## src/rtl/spi_target_fe.sv

```systemverilog
module spi_target_fe #(
  parameter int W = 8
) (
  input  logic         clk,
  input  logic         rst_n,
  input  logic         sck_i,
  input  logic         si_i,
  input  logic         cs_n_i,
  input  logic         hold_n_i,
  input  logic [W-1:0] tx_byte_i,
  output logic         so_o,
  output logic         so_oe_o,
  output logic [W-1:0] rx_byte_o,
  output logic         rx_valid_o,
  output logic [$clog2(W)-1:0] bit_pos_o
);
  localparam int CW = $clog2(W);

  logic [1:0] sck_m, si_m, cs_m, hold_m;
  logic sck_q, cs_q, armed, held;
  logic [CW-1:0] bit_pos;
  logic [W-1:0] rx_sr, tx_sr;
  logic so_q;

  wire sck_s  = sck_m[1];
  wire si_s   = si_m[1];
  wire cs_s   = cs_m[1];
  wire hold_s = hold_m[1];

  wire cs_fall = cs_q & ~cs_s;
  wire active  = armed & ~cs_s;
  wire run     = active & ~held;
  wire rise    = run & sck_s & ~sck_q;
  wire fall    = run & ~sck_s & sck_q;
  wire last    = bit_pos == CW'(W-1);
  wire [W-1:0] rx_next = {rx_sr[W-2:0], si_s};

  always_ff @(posedge clk or negedge rst_n) begin
    if (!rst_n) begin
      sck_m  <= '0;
      si_m   <= '0;
      cs_m   <= '0;
      hold_m <= '1;
      sck_q  <= 1'b0;
      cs_q   <= 1'b0;
      armed  <= 1'b0;
      held   <= 1'b0;
    end else begin
      sck_m  <= {sck_m[0], sck_i};
      si_m   <= {si_m[0], si_i};
      cs_m   <= {cs_m[0], cs_n_i};
      hold_m <= {hold_m[0], hold_n_i};
      sck_q  <= sck_s;
      cs_q   <= cs_s;
      if (cs_fall) armed <= 1'b1;
      if (!sck_s) held <= ~hold_s;
    end
  end

  always_ff @(posedge clk or negedge rst_n) begin
    if (!rst_n) begin
      bit_pos    <= '0;
      rx_sr      <= '0;
      rx_byte_o  <= '0;
      rx_valid_o <= 1'b0;
    end else begin
      rx_valid_o <= 1'b0;
      if (cs_s) begin
        bit_pos <= '0;
      end else if (rise) begin
        rx_sr   <= rx_next;
        bit_pos <= last ? '0 : bit_pos + 1'b1;
        if (last) begin
          rx_byte_o  <= rx_next;
          rx_valid_o <= 1'b1;
        end
      end
    end
  end

  always_ff @(posedge clk or negedge rst_n) begin
    if (!rst_n) begin
      tx_sr <= '0;
      so_q  <= 1'b0;
    end else if (fall) begin
      if (bit_pos == '0) begin
        so_q  <= tx_byte_i[W-1];
        tx_sr <= {tx_byte_i[W-2:0], 1'b0};
      end else begin
        so_q  <= tx_sr[W-1];
        tx_sr <= {tx_sr[W-2:0], 1'b0};
      end
    end
  end

  assign so_o      = so_q;
  assign so_oe_o   = run;
  assign bit_pos_o = bit_pos;
endmodule

```

## config.mk

```make
export PLATFORM = sky130hd
export DESIGN_NAME = spi_target_fe
export DESIGN_NICKNAME = d
export VERILOG_FILES = /design/src/rtl/spi_target_fe.sv
export SDC_FILE = /design/constraint.sdc
export NUM_CORES = 1
export LEC_CHECK = 0
export BUFFER_PORTS_ARGS = -buffer_cell sky130_fd_sc_hd__buf_2
export CAP_MARGIN = 10
export CORE_ASPECT_RATIO = 2
export CORE_MARGIN = 1.5
export CORE_UTILIZATION = 57
export CTS_CLUSTER_DIAMETER = 40
export DETAILED_ROUTE_END_ITERATION = 10
export PLACE_DENSITY = 0.81
export SYNTH_ARGS = -nofsm -noshare
export SYNTH_HDL_FRONTEND = slang
export SYNTH_SLANG_ARGS = --single-unit
```

## constraint.sdc

```tcl
create_clock -name clk -period 4.8 [get_ports clk]
set_input_delay 0.24 -clock clk [delete_from_list [all_inputs] [get_ports clk]]
set_output_delay 0.24 -clock clk [all_outputs]
set_load 0.05 [all_outputs]
```

==> metrics.md <==
| Metric | Value |
|---|---|
| Syn nets | 115 |
| Die area | 3023 µm² |
| Setup TNS | 0 ns |
| Worst r2r path cells | 5 |
| Layout Nets | 147 |
| Cts hold-fix bufs | 0 |
| Synth area leaders | dfrtp_1, mux2_2, dfstp_2 |
| Initial DRT Pass Iterations | 4 |
| CP max stage delay | 0.52 ns |
| Worst min path class | in -> async |
| Critical Path End Type | flop |
| Slew headroom | 45.54% |
| Clk_lat worst skew | 0.29 ns |
| Max Cap Viol | 0 |
| Row cnt | 26 |
| Period utilisation layout | 39.94% |
| Worst slew pin tran | 0.8168 ns |
| WL/cell | 14.28 µm |
| DR DRC count | 0 |
| Top-area cell type share of the netlist area | 60.51% |
| First-pass GRT wire length | 3781 µm |
| Final setup vio count | 0 |
| Final-report hold violation count | 0 |
| Slowest CP cell | nor2b_1 |
| Fin cells | 159 |
| Syn Area/Cell | 15.61 µm² |
| Crit-path cells | inv_1 -> ha_1 -> nor2b_1 -> mux2_2 -> mux2_2 |
| Total vias in the final route | 842 |
| WS Path Type | reg -> reg |
| Post-CTS setup buffer count | 0 |
| TritonCTS clock tree | done |
| PwrDens | 422.2 nW/µm² |
| CTS resizes | 0 |
| Fmax | 521.6 MHz |
| Cells after Synth | 98 |
| Status | finished clean |
| Filler cell count | 169 |
| Antenna diodes | 0 |
| Worst Path Max Fanout | 8 |
| Dpl cells | 151 |
| Seq/Total Area, Yosys | 63.94% |
| Most used cell, CP | mux2_2 |
| Share of post-route cells with drive strength above 1 | 54.20% |
| Yosys warnings | 0 |
| Yosys reg bits | 39 |
| Finished Cell Area | 1803 µm² |
| Vias per inst | 5.296 |
| Vias in the first global route | 892 |
| R2R setup slack | 2.88 ns |
| Initial antenna violation count | 0 |
| Hpwl dp | 1680 µm |
| Iteration-0 DRC Markers | 4 |
| Placed instance area | 1685 µm² |
| PortBufs | 27 |
| Buf+Inv Stages, Crit Path | 1 |
| Clk_skew | 0.006299 ns |
| Area occupied by multi-input gates | 518.0 µm² |
| Total power | 0.7612 mW |
| Detailed Route WL | 2271 µm |
| Pre-CTS setup slack | 2.848 ns |
| GRT Util Overall | 18.28% |
| Critical path data arrival time | 2.09 ns |
| Syn Std Cell Area | 1530 µm² |
| Initial Util | 60.31% |
| RSZ-0062 raised after global routing | false |
| Reg clk slew, reported paths | 0.07 ns |
| Antenna Violating Nets Remaining | 0 |
| Critical path depth | 5 |
| Root Buffer | clkbuf_8 |
| Max Root-Sink Buffers | 2 |
| Remaining Overflow, GRT | 0 |
| Max Slew Vio Count | 0 |
| Leak Pwr | 0.9467 nW |
| Die width | 39.64 µm |
| Die height | 76.28 µm |
| Cell variety after synth | 21 |
| H-tree levels | 2 |
| Worst setup margin | 2.883 ns |
| CTS sink count | 39 |
| Cts bufs inserted | 5 |
| Critical Path RT | 4.97 ns |
| Minimum clock period | 1.917 ns |
| Pin count of the biggest net entering global routing | 40 |
| IO Count | 28 |
| Sequential cell area | 978.4 µm² |
| Final GP Congestion | 0.6615 |
| Placeable Area | 2537 µm² |
| Critical Path Start Type | flop |
| Synth-to-layout area growth | 17.83% |
| Cell taking the most area after synthesis | dfrtp_1 |
| Max VDD drop | 0.3242 mV |
| Crit path max-delay family | multiplexers |
[kinds of logic (layout without fill, tap and decap cells)]
kind of cell               after synthesis  in the layout  share of synthesized area (%)
adders and majority gates                3              3                          2.453
buffers and inverters                    7             40                          2.208
and+or+nand+nor                         13             13                          6.133
AOI/OAI and AO/OA                        4              4                          1.880
DFF                                     39             39                          63.94
muxes                                   32             32                          23.38
[stage by stage]
step	hold WS [ns]	utilization (%)
final	0.04118	71.06
after global routing	0.03679	71.06
after CTS	0.03429	71.06
after detailed placement	0.3378	66.42
after global placement	0.3326	66.42
after floorplan	-0.05559	-
[per-layer routing]
layer	wire (µm)	GRT usage, %	vias to the layer above
li1	-	-	398
met1	866	20.63	415
met2	1257	29.84	23
met3	91	4.373	6
met4	55	9.310	0
met5	0	0	-
[report_power, final]
| part | switching (mW) | total [mW] | leakage [nW] | internal (mW) |
|---|---|---|---|---|
| Combinational | 0.0427 | 0.0888 | 0.396 | 0.0461 |
| Clock | 0.104 | 0.272 | 0.0612 | 0.168 |
| Sequential | 0.0269 | 0.400 | 0.490 | 0.373 |
[area by class of cell]
class | instances | share of cell area, %
clock inverter | 2 | 1.943
timing repair buffer | 27 | 7.495
inverter | 5 | 1.041
multi-input combinational | 52 | 28.73
tap | 28 | 1.943
clock buffer | 6 | 4.580
sequential | 39 | 54.27
[cell usage after synthesis]
library cell,count
and2b_1,1
and3b_1,1
a21o_2,1
nor3b_4,1
mux2i_1,2
mux2_2,30
buf_6,1
a32o_1,1
nor2_1,1
dfstp_2,2
nand4_2,1
nand2b_1,1
nand2_1,3
nand2_2,1
inv_1,5
o21ai_0,1
a21oi_1,1
nor2b_1,3
ha_1,3
dfrtp_1,37
clkbuf_1,1
[state kept, by name, summed over array words and instances (netlist names)]
signal,flops
si_m,2
so_o,1
rx_sr,7
armed,1
held,1
rx_byte_o,8
bit_pos_o,3
cs_m,2
cs_q,1
tx_sr,7
rx_valid_o,1
hold_m,2
sck_m,2
sck_q,1
[cells in the final DEF (no fill, tap or decap)]
cell type and n:
buf_2 27, a32o_1 1, nor3b_4 1, inv_1 5, nand4_2 1, mux2_2 30, o21ai_0 1, ha_1 3
clkbuf_8 6, mux2i_1 2, clkinv_2 1, nand2b_1 1, dfstp_2 2, dfrtp_1 37, a21o_2 1, a21oi_1 1
and2b_1 1, nand2_1 3, and3b_1 1, nand2_2 1, nor2_1 1, nor2b_1 3, bufinv_16 1
[final timing paths]
check,startpoint,endpoint
worst min-delay path,rst_n,tx_sr[1]
max in group asynchronous,rst_n,rx_byte_o[5]
worst max register to register,bit_pos_o[0],so_o
worst min register to register,sck_m[0],sck_m[1]
worst max-delay path,bit_pos_o[0],so_o
min in group clk,hold_n_i,hold_m[0]
[worst register-to-register path, delay by kind of cell (launching register included)]
| kind | cells | cell delay (ns) |
|---|---|---|
| buffers and inverters | 1 | 0.07 |
| AND/OR/NAND/NOR | 1 | 0.52 |
| flip-flops | 1 | 0.42 |
| adder cells (fa/ha/maj) | 1 | 0.13 |
| multiplexers | 2 | 0.66 |
No activity file was read; power rests on OpenSTA's default activity.
